## config.mk

```make
export PLATFORM = sky130hd
export DESIGN_NAME = rt_cmd_validator
export DESIGN_NICKNAME = d
export VERILOG_FILES = /design/src/rtl/rt_cmd_pkg.sv /design/src/rtl/rt_cmd_check.sv /design/src/rtl/rt_strobe_gen.sv /design/src/rtl/rt_illegal_latch.sv /design/src/rtl/rt_cmd_validator.sv
export SDC_FILE = /design/constraint.sdc
export NUM_CORES = 1
export LEC_CHECK = 0
export ABC_AREA = 1
export BUFFER_PORTS_ARGS = -buffer_cell sky130_fd_sc_hd__buf_2
export CORE_ASPECT_RATIO = 1.75
export CORE_MARGIN = 5
export CORE_UTILIZATION = 29
export CTS_BUF_LIST = sky130_fd_sc_hd__clkbuf_4
export DETAILED_ROUTE_END_ITERATION = 8
export GPL_ROUTABILITY_DRIVEN = 0
export PLACE_DENSITY = 0.61
export SYNTH_ARGS = -nofsm -noshare
export SYNTH_HDL_FRONTEND = slang
export SYNTH_HIERARCHICAL = 1
export SYNTH_SLANG_ARGS = --single-unit
```

## constraint.sdc

```tcl
create_clock -name clk -period 6.53 [get_ports clk]
set_input_delay 0.9795 -clock clk [delete_from_list [all_inputs] [get_ports clk]]
set_output_delay 0.9795 -clock clk [all_outputs]
set_load 0.01 [all_outputs]
```

## src/rtl/rt_cmd_pkg.sv

```systemverilog
package rt_cmd_pkg;

  localparam logic [4:0] BCAST_ADDR = 5'h1F;

  // Field layout decoded by neighbouring logic: address, T/R, subaddress, count/mode code.
  typedef struct packed {
    logic [4:0] addr;
    logic       tr;
    logic [4:0] sa;
    logic [4:0] cnt;
  } cmd_fields_t;

  function automatic logic parity_is_odd(input logic [15:0] data, input logic par);
    return ^{data, par};
  endfunction

  function automatic logic addr_hit(input logic [4:0] addr, input logic [4:0] own);
    return (addr == own) || (addr == BCAST_ADDR);
  endfunction

  function automatic logic is_mode_sa(input logic [4:0] sa);
    return (sa == 5'd0) || (sa == 5'd31);
  endfunction

  function automatic logic code_reserved(input logic [4:0] code);
    return ((code >= 5'd9) && (code <= 5'd15)) || (code >= 5'd22);
  endfunction

  function automatic logic reserved_mode(input logic [15:0] data);
    cmd_fields_t f;
    f = cmd_fields_t'(data);
    return is_mode_sa(f.sa) && code_reserved(f.cnt);
  endfunction

endpackage

```

## src/rtl/rt_cmd_check.sv

```systemverilog
module rt_cmd_check
  import rt_cmd_pkg::*;
#(
  parameter int NUM_BUS = 2,
  parameter int BUS_W   = 1
) (
  input  logic             clk,
  input  logic             rst,
  input  logic             word_stb,
  input  logic [15:0]      word_data,
  input  logic             word_par,
  input  logic             sync_cmd,
  input  logic             manch_err,
  input  logic [BUS_W-1:0] bus_sel,
  input  logic             contig,
  input  logic [4:0]       own_addr,
  output logic             accept,
  output logic             is_bcast,
  output logic             is_rsv
);

  logic [NUM_BUS-1:0] prev_good;
  logic               word_good;
  logic               sel_prev_good;
  logic               blocked_contig;
  logic               addr_ok;
  cmd_fields_t        fld;

  assign fld       = cmd_fields_t'(word_data);
  assign word_good = !manch_err && parity_is_odd(word_data, word_par);
  assign addr_ok   = addr_hit(fld.addr, own_addr);

  // Per-bus memory of whether the last word seen there was well formed.
  for (genvar b = 0; b < NUM_BUS; b++) begin : g_bus_track
    always_ff @(posedge clk) begin
      if (rst) begin
        prev_good[b] <= 1'b0;
      end else if (word_stb && (bus_sel == BUS_W'(b))) begin
        prev_good[b] <= word_good;
      end
    end
  end

  always_comb begin
    sel_prev_good = 1'b0;
    for (int b = 0; b < NUM_BUS; b++) begin
      if (bus_sel == BUS_W'(b)) sel_prev_good = prev_good[b];
    end
  end

  assign blocked_contig = contig && sel_prev_good;
  assign accept   = word_stb && sync_cmd && word_good && addr_ok && !blocked_contig;
  assign is_bcast = (fld.addr == BCAST_ADDR);
  assign is_rsv   = reserved_mode(word_data);

  // a contiguous word after a good word on its bus never passes
  assert_contig_reject_R4: assert property (@(posedge clk) disable iff (rst)
    (word_stb && contig && sel_prev_good) |-> !accept);

endmodule

```

## src/rtl/rt_strobe_gen.sv

```systemverilog
module rt_strobe_gen #(
  parameter int STRB_CYCLES = 5,
  parameter int CNT_W       = 3
) (
  input  logic        clk,
  input  logic        rst,
  input  logic        load,
  input  logic [15:0] word_in,
  output logic        strb_n,
  output logic [15:0] bus_out,
  output logic        bus_oe,
  output logic        end_pulse
);

  logic [CNT_W-1:0] cnt;
  logic [15:0]      word_q;

  always_ff @(posedge clk) begin
    if (rst) begin
      cnt    <= '0;
      word_q <= '0;
    end else if (load) begin
      cnt    <= CNT_W'(STRB_CYCLES);
      word_q <= word_in;
    end else if (cnt != '0) begin
      cnt    <= cnt - 1'b1;
    end
  end

  assign bus_oe    = (cnt != '0);
  assign strb_n    = !bus_oe;
  assign bus_out   = bus_oe ? word_q : '0;
  assign end_pulse = (cnt == CNT_W'(1)) && !load;

  // counter never exceeds the strobe length
  always_comb begin
    assert_cnt_range_R5: assert (rst || (cnt <= CNT_W'(STRB_CYCLES)));
  end

  // strobe never shorter than the programmed length once started
  assert_strobe_hold_R5: assert property (@(posedge clk) disable iff (rst)
    ($fell(strb_n) && STRB_CYCLES > 1) |=> !strb_n);

endmodule

```

## src/rtl/rt_illegal_latch.sv

```systemverilog
module rt_illegal_latch (
  input  logic clk,
  input  logic rst,
  input  logic load,
  input  logic rsv_in,
  input  logic capture,
  input  logic ext_ill,
  output logic illegal
);

  logic rsv_q;

  always_ff @(posedge clk) begin
    if (rst) begin
      rsv_q   <= 1'b0;
      illegal <= 1'b0;
    end else begin
      if (load)    rsv_q   <= rsv_in;
      if (capture) illegal <= ext_ill || rsv_q;
    end
  end

  // flag changes only at a capture point
  assert_illegal_hold_R6: assert property (@(posedge clk) disable iff (rst)
    !capture |=> $stable(illegal));

  // reserved mode code forces the flag
  assert_rsv_forced_R7: assert property (@(posedge clk) disable iff (rst)
    (capture && rsv_q) |=> illegal);

endmodule

```

## src/rtl/rt_cmd_validator.sv

```systemverilog
module rt_cmd_validator
  import rt_cmd_pkg::*;
#(
  parameter int NUM_BUS = 2,
  parameter int CLK_NS  = 100,
  parameter int STRB_NS = 500,
  localparam int BUS_W       = (NUM_BUS > 1) ? $clog2(NUM_BUS) : 1,
  localparam int STRB_CYCLES = (STRB_NS + CLK_NS - 1) / CLK_NS,
  localparam int CNT_W       = $clog2(STRB_CYCLES + 1)
) (
  input  logic             clk,
  input  logic             rst,
  input  logic [4:0]       rt_addr_pins,
  input  logic             word_stb,
  input  logic [15:0]      word_data,
  input  logic             word_par,
  input  logic             sync_cmd,
  input  logic             manch_err,
  input  logic [BUS_W-1:0] bus_sel,
  input  logic             contig,
  input  logic             ext_illegal,
  input  logic             seq_done,
  output logic             vcmd_n,
  output logic [15:0]      tbus,
  output logic             tbus_oe,
  output logic             illegal,
  output logic             bcast,
  output logic             seq_busy,
  output logic [BUS_W-1:0] seq_bus,
  output logic             seq_abort
);

  logic [4:0] rt_addr_q;
  logic       accept;
  logic       acc_bcast;
  logic       acc_rsv;
  logic       strobe_end;

  // Address captured only while reset is held.
  always_ff @(posedge clk) begin
    if (rst) rt_addr_q <= rt_addr_pins;
  end

  rt_cmd_check #(
    .NUM_BUS (NUM_BUS),
    .BUS_W   (BUS_W)
  ) u_check (
    .clk       (clk),
    .rst       (rst),
    .word_stb  (word_stb),
    .word_data (word_data),
    .word_par  (word_par),
    .sync_cmd  (sync_cmd),
    .manch_err (manch_err),
    .bus_sel   (bus_sel),
    .contig    (contig),
    .own_addr  (rt_addr_q),
    .accept    (accept),
    .is_bcast  (acc_bcast),
    .is_rsv    (acc_rsv)
  );

  rt_strobe_gen #(
    .STRB_CYCLES (STRB_CYCLES),
    .CNT_W       (CNT_W)
  ) u_strobe (
    .clk       (clk),
    .rst       (rst),
    .load      (accept),
    .word_in   (word_data),
    .strb_n    (vcmd_n),
    .bus_out   (tbus),
    .bus_oe    (tbus_oe),
    .end_pulse (strobe_end)
  );

  rt_illegal_latch u_ill (
    .clk     (clk),
    .rst     (rst),
    .load    (accept),
    .rsv_in  (acc_rsv),
    .capture (strobe_end),
    .ext_ill (ext_illegal),
    .illegal (illegal)
  );

  // Sequencing record: ownership, abort on cross-bus takeover.
  always_ff @(posedge clk) begin
    if (rst) begin
      seq_busy  <= 1'b0;
      seq_bus   <= '0;
      seq_abort <= 1'b0;
      bcast     <= 1'b0;
    end else begin
      seq_abort <= accept && seq_busy && (bus_sel != seq_bus);
      if (accept) begin
        seq_busy <= 1'b1;
        seq_bus  <= bus_sel;
        bcast    <= acc_bcast;
      end else if (seq_done) begin
        seq_busy <= 1'b0;
      end
    end
  end

  // a strobe start follows a clean command-sync word
  assert_sync_clean_R1: assert property (@(posedge clk) disable iff (rst)
    $fell(vcmd_n) |-> $past(word_stb && sync_cmd && !manch_err));

  // a strobe start follows a word of odd parity
  assert_parity_odd_R2: assert property (@(posedge clk) disable iff (rst)
    $fell(vcmd_n) |-> $past(^{word_data, word_par}));

  // strobed word is addressed to this terminal or broadcast
  assert_addr_match_R3: assert property (@(posedge clk) disable iff (rst)
    !vcmd_n |-> ((tbus[15:11] == rt_addr_q) || (tbus[15:11] == BCAST_ADDR)));

  // bus driven exactly while the strobe is low
  assert_bus_drive_R5: assert property (@(posedge clk) disable iff (rst)
    vcmd_n |-> (!tbus_oe && (tbus == 16'h0000)));

  // abort only accompanies a fresh strobe while busy
  assert_abort_ctx_R8: assert property (@(posedge clk) disable iff (rst)
    seq_abort |-> (seq_busy && !vcmd_n));

  // captured address frozen after reset
  assert_addr_frozen_R9: assert property (@(posedge clk) disable iff (rst)
    !$past(rst) |-> $stable(rt_addr_q));

endmodule

```

### Word level (Yosys, flattened, before mapping)

Index checks and enable logic that the tools add are counted.
Widths: inputs -> output; s select.

| word-level totals | value |
|---|---|
| flip-flop bits (word level) | 32 |
| bits of input ports | 31 |
| output and inout port bits | 23 |
| logic and storage cells | 55 |

| operators by class | value |
|---|---|
| add/sub/neg operators | 1 |
| $lt $le $gt $ge | 3 |
| equal/unequal tests | 5 |
| mux-type cells | 6 |
| bitwise logic cells | 1 |
| reductions and logical operators | 27 |

Operator list:

| operator | count |
|---|---|
| $reduce_xor 17->1 | 1 |
| $mux 16 | 1 |
| $logic_and 1x1->1 | 13 |
| $eq 5x5->1 const B | 2 |
| $mux 3 | 2 |
| $eq 5x5->1 | 1 |
| $ge 5x4->1 const B | 1 |
| $ge 5x5->1 const B | 1 |
| $le 5x4->1 const B | 1 |
| $logic_not 5->1 | 1 |
| $logic_not 1->1 | 4 |
| $logic_or 1x1->1 | 4 |
| $reduce_bool 2->1 | 2 |
| $eq 3x1->1 const B | 1 |
| $mux 1 | 3 |
| $reduce_bool 3->1 | 1 |
| $sub 3x1->3 const B | 1 |
| $reduce_or 2->1 | 1 |
| $ne 1x1->1 | 1 |
| $not 1->1 | 1 |

### Longest topological paths before layout

| depth | value |
|---|---|
| depth in word-level cells | 7 |
| depth in mapped cells | 17 |
| mapped depth without buffers | 16 |

### By module

The synthesis kept the hierarchy.

By module, submodules not included:

| module | instances | cells each | area each (µm²) | seq. area each (µm²) |
|---|---|---|---|---|
| rt_strobe_gen | 1 | 114 | 847.1 | 380.4 |
| rt_cmd_check | 1 | 118 | 668.1 | 40.0 |
| rt_cmd_validator | 1 | 27 | 306.5 | 230.2 |
| rt_illegal_latch | 1 | 12 | 80.1 | 40.0 |

### Least setup slack after synthesis

OpenSTA, ideal clock, no wires.

| path | value |
|---|---|
| path kind | input to register |
| from | input port word_data[11] |
| to | register u_strobe.word_q[10] |
| setup time | 118 ps |
| arrival | 2633 ps |
| required time | 6412 ps |
| slack | 3779 ps |
| cell stages on the path | 14 |
| path buffers | 1 |
| cell sequence | ha_1 inv_1 nand2_1 nand3_1 nand2_1 nand2_1 nand2_1 nand2_1 nand3_2 nor2_1 inv_2 buf_6 o21ai_1 a21oi_1 |

| on the way | value |
|---|---|
| longest elaborated chain between the ends | 5 |
| elaborated cells between the ends (all ways) | 8 |
| classes of those cells | eq/ne: 2; reduce/logical: 6 |

Ends and longest elaborated chain:

| what | RTL line | source |
|---|---|---|
| start, declared | rt_cmd_validator.sv:15 | `input logic [15:0] word_data,` |
| $reduce_xor 17->1 | rt_cmd_pkg.sv:14 | `return ^{data, par};` |
| $logic_and 1x1->1 | rt_cmd_check.sv:30 | `assign word_good = !manch_err && parity_is_odd(word_data, word_par);` |
| $logic_and 1x1->1 | rt_cmd_check.sv:52 | `assign accept = word_stb && sync_cmd && word_good && addr_ok && !blocked_contig;` |
| $logic_and 1x1->1 * (2 in series) | rt_cmd_check.sv:52 |  |
| net accept | rt_cmd_validator.sv:34 | `logic accept;` |
| end signal, assigned | rt_strobe_gen.sv:24 | `word_q <= word_in;` |
| end, declared | rt_strobe_gen.sv:16 | `logic [15:0] word_q;` |

The timed path passes the listed nets; every way through them passes the cells marked *.
A chain may end at the register's enable or synchronous reset.

### Worst setup path after layout

| path | value |
|---|---|
| from | input port word_data[11] |
| to | register u_strobe.word_q[14] |

Same word-level chain as after synthesis.

==> key figures <==
Run status
  – Status: finished clean

Worst setup path
  – CP max stage delay: 0.52 ns
  – Worst setup SP type: input port
  – Crit-path slowest cell: nor2_1
  – Critical Path AT: 3.28 ns
  – Crit-path max FO: 33
  – Worst reg2reg path depth: 9
  – CP cell instances: buf_2, ha_1, inv_1, nand2_1, nand2_1, nand2_1, nand2_1, nand2_1, nand2_1, nand2_1, nand3_2, nor2_1, inv_2, o21ai_0, a21oi_1
  – Delay-heaviest family, CP: simple AND/OR/NAND/NOR gates
  – Critical path class: input port to flip-flop
  – Buf/Inv on CP: 3
  – Data required, critical path: 6.72 ns
  – Cell mode on critical path: nand2_1
  – Reg2reg setup slack: 4.13 ns
  – Worst r2r dst: u_strobe/word_q[14]
  – FF-to-FF Start: rt_addr_q[0]
  – Worst setup EP type: flip-flop

Timing
  – Final Hold Viols: 0
  – Final slew viol count: 0
  – Fin crit share: 47.3%
  – Slew HR: 57.2%
  – RSZ-0062 raised after global routing: no
  – Worst-Margin Slew: 0.640 ns
  – Period minus WS final: 3.09 ns
  – Final setup TNS: 0 ns
  – Setup violators final: 0
  – WHS: 0.459 ns
  – FMAX: 324 MHz
  – Clock Skew: 0.0211 ns

Cells and area
  – Area growth, synth to finish: 21.0%
  – Fillers: 724
  – Share of post-route cells with drive strength above 1: 22.9%
  – Final instance area: 0.00230 mm²
  – Fin util: 35.7%
  – Antenna cells: 0
  – FF+latch area: 691 µm²
  – Nets@finish: 371
  – Area occupied by multi-input gates: 948 µm²

Placed design
  – DP HPWL: 3540 µm
  – Placed cell area: 0.00222 mm²
  – Count of input and output buffers: 53

Logic synthesis
  – Largest family of logic cells by synthesized area: simple AND/OR/NAND/NOR gates
  – Post-synthesis sequential area ratio: 36.3%
  – Post-synthesis mux area share: 0.592%
  – Number of synthesized flops with an enable pin: 5
  – Unique masters post-synth: 26
  – Ys async rst share: 0%
  – Synthesized area per cell: 7.02 µm²
  – Netlist Area Pre-Place: 0.00190 mm²
  – Yosys reg bits: 32
  – Synth Flop Type: dfxtp_1
  – Synth area leader: dfxtp_1
  – Top post-synthesis cells by area: dfxtp_1 (28%), inv_1 (10%), nand2_1 (9.7%)
  – Synth Area in Adders: 9.21%
  – Share of the synthesized area in the top cell type: 28.4%
  – Post-Syn Nets: 316
  – Simple-Gate Fraction of Synth Area: 23.9%
  – Synth Area in XOR/XNOR: 2.30%
  – Ys Warns: 6
  – Compound-Gate Fraction of Synth Area: 13.9%
  – Cells after Synth: 271

Route
  – Routed wire length: 4300 µm
  – Number of vias per cell: 4.31
  – 1st-iter DRT viols: 53
  – Post-DR wirelength/cell: 10.5 µm
  – Pre-antenna DRT Iters: 4
  – Remaining antenna violation count: 0
  – DRC: 0
  – Via Count: 1761

Clock network
  – Worst-path clk slew: 0.08 ns
  – Deepest clock path buffer count: 2
  – Setup Fix Bufs, Post-CTS: 0
  – Clock Latency Late Sink: 0.33 ns
  – CTS H-Tree Depth: 2
  – Clock sinks: 32
  – Resize count post-CTS: 0
  – CTS tree: done
  – TritonCTS buffer count: 5
  – # hold bufs at CTS: 0
  – Clock root cell: clkbuf_4

Floorplanning
  – Die Y-Extent: 117 µm
  – Core area: 0.00644 mm²
  – Die Footprint: 0.00834 mm²
  – # rows: 39
  – # IOs: 54
  – Initial core utilization: 29.5%
  – Die W: 71.2 µm

GRT
  – Number of global-route vias before repair: 1664
  – Total track usage: 10.6%
  – Largest net degree at the start of global routing: 34
  – Total gr overflow: 0
  – Initial antenna violation count: 0
  – First-pass GRT wire length: 7180 µm

Power
  – Post-route total power: 0.538 mW
  – Leakage power: 1.19 nW
  – Power per Cell Area: 234 mW/mm²
  – Peak supply drop: 82.9 µV

Worst hold path
  – Min-delay worst type: flip-flop to flip-flop
  – Hold Path Depth: 2
  – Hold path endpoint: u_strobe/word_q[10]
  – Critical hold path startpoint: u_strobe/word_q[10]

Job
  – Max-Cap Viols: 0
[kinds of logic (layout without fill, tap and decap cells)]
logic type,Yosys count,in the layout
AO/OA/AOI/OAI,50,50
XOR/XNOR,5,5
adder cells (fa/ha/maj),14,14
buffers and inverters,62,118
flip-flops,32,32
multiplexers,1,1
AND/OR/NAND/NOR,107,107
[routing by layer]
metal	track usage [%]	part of all wire [%]	vias up
li1	-	-	964
met2	19.9	53	34
met5	0	0	-
met3	2.65	4.7	2
met4	3.39	0.93	0
met1	11.5	41	761
[worst reg2reg max path, delay by kind of cell, from the launching register on]
| kind | cells | cell delay (ns) |
|---|---|---|
| AO/OA/AOI/OAI | 3 | 0.52 |
| AND/OR/NAND/NOR | 4 | 0.88 |
| buffers and inverters | 2 | 0.46 |
| flip-flops | 1 | 0.41 |
[synth_stat cells (all sizes together) (2+ instances only)]
| cell type | number |
|---|---|
| a21oi | 24 |
| a31oi | 2 |
| buf | 5 |
| dfxtp | 27 |
| edfxtp | 5 |
| ha | 14 |
| inv | 57 |
| nand2 | 52 |
| nand3 | 12 |
| nand3b | 3 |
| nor2 | 36 |
| nor3 | 3 |
| o21ai | 22 |
| xor2 | 4 |
[worst max path at each step]
stage,from,to,cells past startpoint
global route,word_data[3],u_strobe/word_q[7],15
global placement,word_data[1],u_strobe/word_q[1],13
floorplan,word_data[11],u_strobe/word_q[10],14
detailed placement,word_data[11],u_strobe/word_q[14],15
finish,word_data[11],u_strobe/word_q[14],15
CTS,word_data[11],u_strobe/word_q[14],15
[stage by stage]
stage               setup slack (ns)  cells
floorplan                       3.78    271
global placement                3.18    401
detailed placement              3.10    401
CTS                             3.44    409
global route                    3.16    409
finish                          3.44    409
[sequential cells by signal, summed over array words and instances, names as in the netlist]
| register | cells |
|---|---|
| u_strobe/word_q | 16 |
| u_strobe/cnt | 3 |
| seq_bus | 1 |
| seq_busy | 1 |
| bcast | 1 |
| rt_addr_q | 5 |
| seq_abort | 1 |
| u_check/prev_good | 2 |
| u_ill/rsv_q | 1 |
| u_ill/illegal | 1 |
[report_power, final]
part / switching, mW / internal [mW]
Clock: 0.0661 / 0.0845
Sequential: 0.00877 / 0.215
Combinational: 0.105 / 0.0588
Total: 0.180 / 0.358
[area by class of cell]
type	instances	share of cell area (%)
repair buffers	53	11.5
inverters	57	9.30
clock inverters	2	1.52
multi-input cells	177	41.2
well taps	82	4.46
clock buffers	6	1.96
flip-flops and latches	32	30.0
[cells in the final DEF (no fill, tap or decap), drive strengths merged]
cell / count
a21oi: 24
o2111ai: 1
xnor2: 1
nor2: 36
dfxtp: 27
o21ai: 22
a31o: 1
mux2: 1
edfxtp: 5
nand3: 12
xor2: 4
a31oi: 2
clkinv: 1
bufinv: 1
nand2: 52
nand4: 1
nand3b: 3
ha: 14
buf: 53
nor3: 3
inv: 57
clkbuf: 6
(Power assumes the default switching activity.)
